===== src/rtl/intr_flag_pkg.sv =====
package intr_flag_pkg;
  localparam int REG_W     = 8;
  localparam int MASK_W    = REG_W - 1;
  localparam int IDX_W     = 4;
  localparam int NUM_SRC   = 5;
  localparam int SRC_LSB   = 2;
  localparam int NUM_TMR   = 2;
  localparam logic [IDX_W-1:0] IDX_SHIFT = 4'hA;
  localparam logic [IDX_W-1:0] IDX_FLAG  = 4'hD;
  localparam logic [IDX_W-1:0] IDX_EN    = 4'hE;
  localparam int BIT_T1 = 6;
  localparam int BIT_T2 = 5;
  localparam logic [MASK_W-1:0] SHIFT_GRP = 7'h1C;
  localparam logic [MASK_W-1:0] IRQ_MASK  = 7'h64;
endpackage


===== src/rtl/intr_flag_reg.sv =====
module intr_flag_reg
  import intr_flag_pkg::*;
#(
  parameter int W = MASK_W
) (
  input  logic         clk,
  input  logic         rst_n,
  input  logic [W-1:0] set_vec,
  input  logic [W-1:0] clr_vec,
  output logic [W-1:0] flags
);
  // set dominates a simultaneous clear
  always_ff @(posedge clk or negedge rst_n) begin
    if (!rst_n) flags <= '0;
    else        flags <= (flags & ~clr_vec) | set_vec;
  end

  AST_SET_WINS: assert property (@(posedge clk) disable iff (!rst_n)
    (|set_vec) |=> ((flags & $past(set_vec)) == $past(set_vec)));
  AST_CLR_TAKES: assert property (@(posedge clk) disable iff (!rst_n)
    (|clr_vec) |=> ((flags & $past(clr_vec) & ~$past(set_vec)) == '0));
  AST_HOLD_IDLE: assert property (@(posedge clk) disable iff (!rst_n)
    (set_vec == '0 && clr_vec == '0) |=> $stable(flags));
endmodule


===== src/rtl/intr_enable_reg.sv =====
module intr_enable_reg
  import intr_flag_pkg::*;
#(
  parameter int W = MASK_W
) (
  input  logic         clk,
  input  logic         rst_n,
  input  logic         we,
  input  logic [W:0]   wd,
  output logic [W-1:0] en
);
  always_ff @(posedge clk or negedge rst_n) begin
    if (!rst_n)     en <= '0;
    else if (we) begin
      if (wd[W])    en <= en | wd[W-1:0];
      else          en <= en & ~wd[W-1:0];
    end
  end

  AST_EN_OR: assert property (@(posedge clk) disable iff (!rst_n)
    (we && wd[W]) |=> ((en & $past(wd[W-1:0])) == $past(wd[W-1:0])));
  AST_EN_CLR: assert property (@(posedge clk) disable iff (!rst_n)
    (we && !wd[W]) |=> ((en & $past(wd[W-1:0])) == '0));
  AST_EN_HOLD: assert property (@(posedge clk) disable iff (!rst_n)
    !we |=> $stable(en));
endmodule


===== src/rtl/intr_summary.sv =====
module intr_summary
  import intr_flag_pkg::*;
#(
  parameter int          W    = MASK_W,
  parameter logic [W-1:0] MASK = IRQ_MASK
) (
  input  logic [W-1:0] flags,
  input  logic [W-1:0] en,
  output logic         any_pend,
  output logic         irq
);
  logic [W-1:0] live;
  always_comb begin
    live     = flags & en;
    any_pend = |live;
    irq      = |(live & MASK);
  end
endmodule


===== src/rtl/intr_flag_ctrl.sv =====
module intr_flag_ctrl
  import intr_flag_pkg::*;
(
  input  logic              clk,
  input  logic              rst_n,
  input  logic [IDX_W-1:0]  reg_idx,
  input  logic              reg_wr,
  input  logic              reg_rd,
  input  logic [REG_W-1:0]  reg_wdata,
  output logic [REG_W-1:0]  reg_rdata,
  input  logic [NUM_SRC-1:0] src_pulse,
  input  logic [NUM_TMR-1:0] tmr_ack,
  output logic              irq
);
  logic [MASK_W-1:0] flags, en, set_vec, clr_vec;
  logic              any_pend;
  logic              wr_flag, wr_en, rd_shift;

  always_comb begin
    wr_flag  = reg_wr && (reg_idx == IDX_FLAG);
    wr_en    = reg_wr && (reg_idx == IDX_EN);
    rd_shift = reg_rd && (reg_idx == IDX_SHIFT);
  end

  // source k lands on flag bit k+SRC_LSB
  always_comb begin
    set_vec = '0;
    for (int k = 0; k < NUM_SRC; k++) set_vec[k+SRC_LSB] = src_pulse[k];
  end

  always_comb begin
    clr_vec = '0;
    if (wr_flag)    clr_vec = clr_vec | reg_wdata[MASK_W-1:0];
    if (rd_shift)   clr_vec = clr_vec | SHIFT_GRP;
    if (tmr_ack[0]) clr_vec[BIT_T1] = 1'b1;
    if (tmr_ack[1]) clr_vec[BIT_T2] = 1'b1;
  end

  intr_flag_reg #(.W(MASK_W)) u_flag (
    .clk(clk), .rst_n(rst_n), .set_vec(set_vec), .clr_vec(clr_vec), .flags(flags));

  intr_enable_reg #(.W(MASK_W)) u_en (
    .clk(clk), .rst_n(rst_n), .we(wr_en), .wd(reg_wdata), .en(en));

  intr_summary #(.W(MASK_W), .MASK(IRQ_MASK)) u_sum (
    .flags(flags), .en(en), .any_pend(any_pend), .irq(irq));

  always_comb begin
    unique case (reg_idx)
      IDX_FLAG: reg_rdata = {any_pend, flags};
      IDX_EN:   reg_rdata = {1'b1, en};
      default:  reg_rdata = '0;
    endcase
  end

  AST_SHIFT_RD_CLR: assert property (@(posedge clk) disable iff (!rst_n)
    (rd_shift && src_pulse[2:0] == '0) |=> (flags[4:2] == '0));
  AST_ACK_T1: assert property (@(posedge clk) disable iff (!rst_n)
    (tmr_ack[0] && !src_pulse[4]) |=> !flags[BIT_T1]);
  AST_IRQ_RISE: assert property (@(posedge clk) disable iff (!rst_n)
    $rose(irq) |-> $past(src_pulse[0] | src_pulse[3] | src_pulse[4] | reg_wr));
endmodule


===== config.mk =====
export PLATFORM = sky130hd
export DESIGN_NAME = intr_flag_ctrl
export DESIGN_NICKNAME = d
export VERILOG_FILES = /design/src/rtl/intr_flag_pkg.sv /design/src/rtl/intr_flag_reg.sv /design/src/rtl/intr_enable_reg.sv /design/src/rtl/intr_summary.sv /design/src/rtl/intr_flag_ctrl.sv
export SDC_FILE = /design/constraint.sdc
export NUM_CORES = 1
export LEC_CHECK = 0
export BUFFER_PORTS_ARGS = -buffer_cell sky130_fd_sc_hd__buf_2
export CAP_MARGIN = 20
export CORE_MARGIN = 4
export CORE_UTILIZATION = 45
export DETAILED_ROUTE_END_ITERATION = 10
export PLACE_DENSITY = 0.75
export SKIP_LAST_GASP = 1
export SYNTH_ARGS = -nofsm -noshare
export SYNTH_HDL_FRONTEND = slang
export SYNTH_SLANG_ARGS = --single-unit

===== constraint.sdc =====
create_clock -name clk -period 2.35 [get_ports clk]
set_input_delay 0.5875 -clock clk [delete_from_list [all_inputs] [get_ports clk]]
set_output_delay 0.5875 -clock clk [all_outputs]
set_load 0.01 [all_outputs]

; ---- Yosys cells after proc, flatten, opt, wreduce, memory -nomap -nowiden
; Index checks and enable logic that the tools add are counted.
[classes]
n_eq_ne = 3
muxes = 6
bitwise_logic = 7
reduce_logical = 5
[ops]
columns = operator, count
row1 = bitwise AND 7 bit, 3
row2 = case mux 8 bit (2 select lines), 1
row3 = 2-to-1 mux 7 bit, 2
row4 = inverter 7 bit, 2
row5 = OR 7 bit, 2
row6 = == test 4 bit (second input constant), 3
row7 = OR reduction 7 bit, 1
row8 = 2-to-1 mux 5 bit, 1
row9 = logical AND 1 bit, 3
row10 = OR reduction 3 bit, 1
row11 = 2-to-1 mux 1 bit, 2
[totals]
wordCells = 23
ff_bits = 14

; ---- Logic depth before layout (Yosys ltp)
[logic_depth]
ltp_word = 7
ltp_mapped = 5

; ---- Cells and area by module
; A second synthesis with hierarchy kept.
[unflattened]
hier_cells = 80
hier_area_um2 = 793.3
[modules_own_cells]
columns = mod, area_each_um2, seq_area_each_um2, cells_each, instances
row1 = intr_enable_reg, 280.3, 175.2, 21, 1
row2 = intr_flag_reg, 254.0, 175.2, 21, 1
row3 = intr_flag_ctrl, 225.2, 0.0, 33, 1
row4 = intr_summary, 33.8, 0.0, 5, 1

; ---- Worst setup path before layout
; OpenSTA, ideal clock, no wires.
[synth_path]
path_type = input-to-output
start = input port reg_idx[1]
end = output port reg_rdata[0]
t_arrival_ns = 1.274
path_stages = 4
setup_slack_ns = 0.488
t_required_ns = 1.762
path_cell_list = and2b_1 buf_2 a22oi_1 nor2_1
[synth_between]
elab_chain_len = 2
[synth_lines]
columns = item, line
row1 = start: declaration, intr_flag_ctrl.sv:6  ; input logic [IDX_W-1:0] reg_idx,
row2 = == test 4 bit, intr_flag_ctrl.sv:49  ; unique case (reg_idx)
row3 = case mux 8 bit (2 select lines) (*), intr_flag_ctrl.sv:49
row4 = end: declaration, intr_flag_ctrl.sv:10  ; output logic [REG_W-1:0] reg_rdata,
; Mark *: on every way between the ends. The rest lies on a longest branch, timed or not.

; ---- Worst setup path in the final report
[layout_path]
start = register u_flag.flags[6]
end = output port reg_rdata[7]
[layout_between]
elab_chain_len = 3
[layout_lines]
columns = item, line
row1 = start: declaration, intr_flag_reg.sv:10  ; output logic [W-1:0] flags
row2 = start signal: assignment, intr_flag_reg.sv:15  ; else flags <= (flags & ~clr_vec) | set_vec;
row3 = bitwise AND 7 bit, intr_summary.sv:14  ; live = flags & en;
row4 = OR reduction 7 bit, intr_summary.sv:15  ; any_pend = |live;
row5 = case mux 8 bit (2 select lines), intr_flag_ctrl.sv:49
; No other way between the ends.

==> impl_metrics.py <==
metrics = {
    "outcome": {
        "run_status": "finished, final reports clean",
    },
    "drt": {
        "drt-total-wl_mm": 1.91,
        "detailroute.via_count": 718,
        "drc_viols": 0,
        "drt-wirelength-per-cell_um": 15.5,
        "drtAntennaViolNets": 0,
        "first_iter_violations": 22,
        "drtPass1Iterations": 4,
        "drt-vias-per-instance": 5.84,
    },
    "synthesis": {
        "yosysWarnings": 0,
        "synth_top_cells_by_count": "dfrtp_1, a22oi_1, nand3_1, nor2_1",
        "number_of_synthesized_flops_with_an_enable_pin": 0,
        "synthesis.instances": 75,
        "synth_top_cells_by_area": "dfrtp_1, a22oi_1, nand3_1",
        "synth_ff_type": "dfrtp_1",
        "post-synth-top-area-fraction": 0.442,
        "synthesis.nets": 98,
        "synth.largest_area_cell": "dfrtp_1",
        "yosys.cell_count.top_type": "dfrtp_1",
        "synth_seq_cells": 14,
        "syn-mean-instance-area_um2": 10.6,
        "async_flop_share": 1.00,
        "syn-cell-area_um2": 792,
        "synth.yosys.seq_area_share": 0.442,
        "synthDistinctLibCells": 21,
    },
    "place": {
        "place_congestion": 0.768,
        "portBuffers": 31,
        "hpwl_mm": 1.42,
    },
    "global_route": {
        "routing_layer_with_the_top_usage_in_global_route": "met2",
        "gr-usage-met1": 0.206,
        "first_pass_grt_wire_length_mm": 3.13,
        "use_met2": 0.249,
        "globalRouteTotalUtil": 0.160,
        "largest_net_degree_at_the_start_of_global_routing": 17,
        "globalRoute.totalOverflow": 0,
        "grtUsageMet3": 0.0512,
        "first_global_vias": 718,
        "grt_antenna_before_repair": 0,
    },
    "clock_network": {
        "postCtsHoldBufs": 0,
        "cts_root_buf": "clkbuf_4",
        "clock_sinks": 14,
        "clock_tree.buffer_depth": 2,
        "clock_latency_ps": 280,
        "path_clk_slew_ps": 90,
        "cts-buffers-inserted": 3,
        "cts_tree": "done",
        "htree_num_levels": 1,
        "cts_setup_buffers": 0,
        "cts_resized": 0,
    },
    "timing": {
        "setup_total_negative_slack_ps": 0,
        "max_freq_mhz": 449,
        "hold_viol_final": 0,
        "finalClockSkew_ps": 0,
        "slew_viol_final": 0,
        "finalCriticalPeriod_ps": 2230,
        "tightest_slew_ps": 551,
        "setup_repair_after_global_routing_missed_its_margin": "false",
        "setup_viol_count_final": 0,
        "worst_slew_margin_relative_to_its_limit": 0.632,
        "timing.final.crit_share": 0.947,
    },
    "layout": {
        "final_layout_size_suffix_gt1_frac": 0.411,
        "register_area_um2": 350,
        "area_growth_pct": 23.2,
        "finalNetCount": 131,
        "multi_input_area_um2": 380,
        "num_antenna_cells": 0,
        "n_fill_cell": 139,
    },
    "floorplanning": {
        "initial_core_util": 0.502,
        "floorplan.die.height_um": 50.0,
        "floorplan.core_area_um2": 1580,
        "ioPinCount": 32,
        "standard_cell_rows": 14,
        "die_area_um2": 2500,
        "fp.dieW_um": 50.0,
    },
    "setup_path": {
        "critical_path.startpoint_type": "flip-flop",
        "crit_path_max_fanout": 3,
        "critPathRequiredTime_ps": 1760,
        "crit_arrival_ps": 1640,
        "worst-setup-path-type": "flip-flop to output pin",
        "end_kind": "output pin",
    },
    "pwr": {
        "clock_power_share": 0.285,
        "pwr_density_cell_nw_per_um2": 623,
        "leakage_nw": 0.470,
        "post-layout-total-power_mw": 0.608,
        "power.switching_fraction": 0.278,
        "switchingPower_mw": 0.169,
        "peakVddDrop_mv": 0.435,
        "p_comb_frac": 0.214,
        "sequentialPowerShare": 0.501,
        "power_report.internal_total_mw": 0.439,
    },
    "job": {
        "drv.max_cap_violation_count": 0,
    },
    "min_path": {
        "min-delay-path-class": "primary input to async pin",
    },
}
==> routing by layer <==
metal / routed length [um] / vias to the layer above
met3: 110 / 4
met4: 34 / 0
met2: 896 / 19
met1: 867 / 351
li1: - / 344
met5: 0 / -
==> layout make-up <==
class                   instances  area share
inverters                       5      0.0192
clock buffers                   4      0.0372
repair buffers                 33       0.174
well taps                      16      0.0205
multi-input cells              51       0.390
flip-flops and latches         14       0.359
==> path summary, 6_finish.rpt <==
path / start / cells after the start / end / slack (ps)
max: u_flag.flags[6] / 4 / reg_rdata[7] / 120
min: rst_n / 1 / u_flag.flags[6] / 180
max reg2reg: flip-flop / 1 / flip-flop / 1530
min reg2reg: u_flag.flags[1] / 2 / u_flag.flags[1] / 520
max in group asynchronous: rst_n / 1 / u_flag.flags[4] / 1930
min in group clk: reg_wdata[0] / 2 / u_flag.flags[0] / 490
==> power by group through the flow <==
stage / sequential [mW] / combinational (mW) / clock, mW
6_report: 0.305 / 0.130 / 0.173
5_1_grt: 0.311 / 0.145 / 0.191
4_1_cts: 0.305 / 0.131 / 0.179
3_5_place_dp: 0.309 / 0.130 / 0
3_3_place_gp: 0.308 / 0.127 / 0
2_1_floorplan: 0.301 / 0.0860 / 0
==> kinds of logic after synthesis <==
kind of cell           Yosys count  synth area share
flip-flops                      14             0.442
AO/OA/AOI/OAI                   19             0.190
AND/OR/NAND/NOR                 25             0.177
buffers and inverters           10            0.0774
multiplexers                     7             0.114
==> worst max-delay path: stages, from the launching register on <==
cell      delay [ps]
dfrtp_1          410
a222oi_1         450
a31oi_1          150
o21ba_2          210
buf_2            130
==> stage by stage <==
step | utilization | cell area (um2) | hold WS, ps | cells | setup WS (ps)
after floorplan | - | 792 | 292 | 75 | 488
after global placement | 0.596 | 940 | 503 | 119 | 242
after detailed placement | 0.596 | 940 | 496 | 119 | 253
after CTS | 0.619 | 976 | 179 | 123 | 102
after global routing | 0.619 | 976 | 184 | 123 | 4.83
final | 0.619 | 976 | 176 | 123 | 124
==> placed cells by master, fill, tap and decap left out, types with 2 or more instances in the layout <==
cell,count
mux2_4,3
nor2_1,7
a31oi_1,3
nand3_1,9
a22oi_1,9
nand3_2,3
clkbuf_4,3
a31o_1,5
dfrtp_1,14
mux2_1,4
buf_4,2
inv_1,5
buf_2,31
Power figures use the tool's default switching activity.
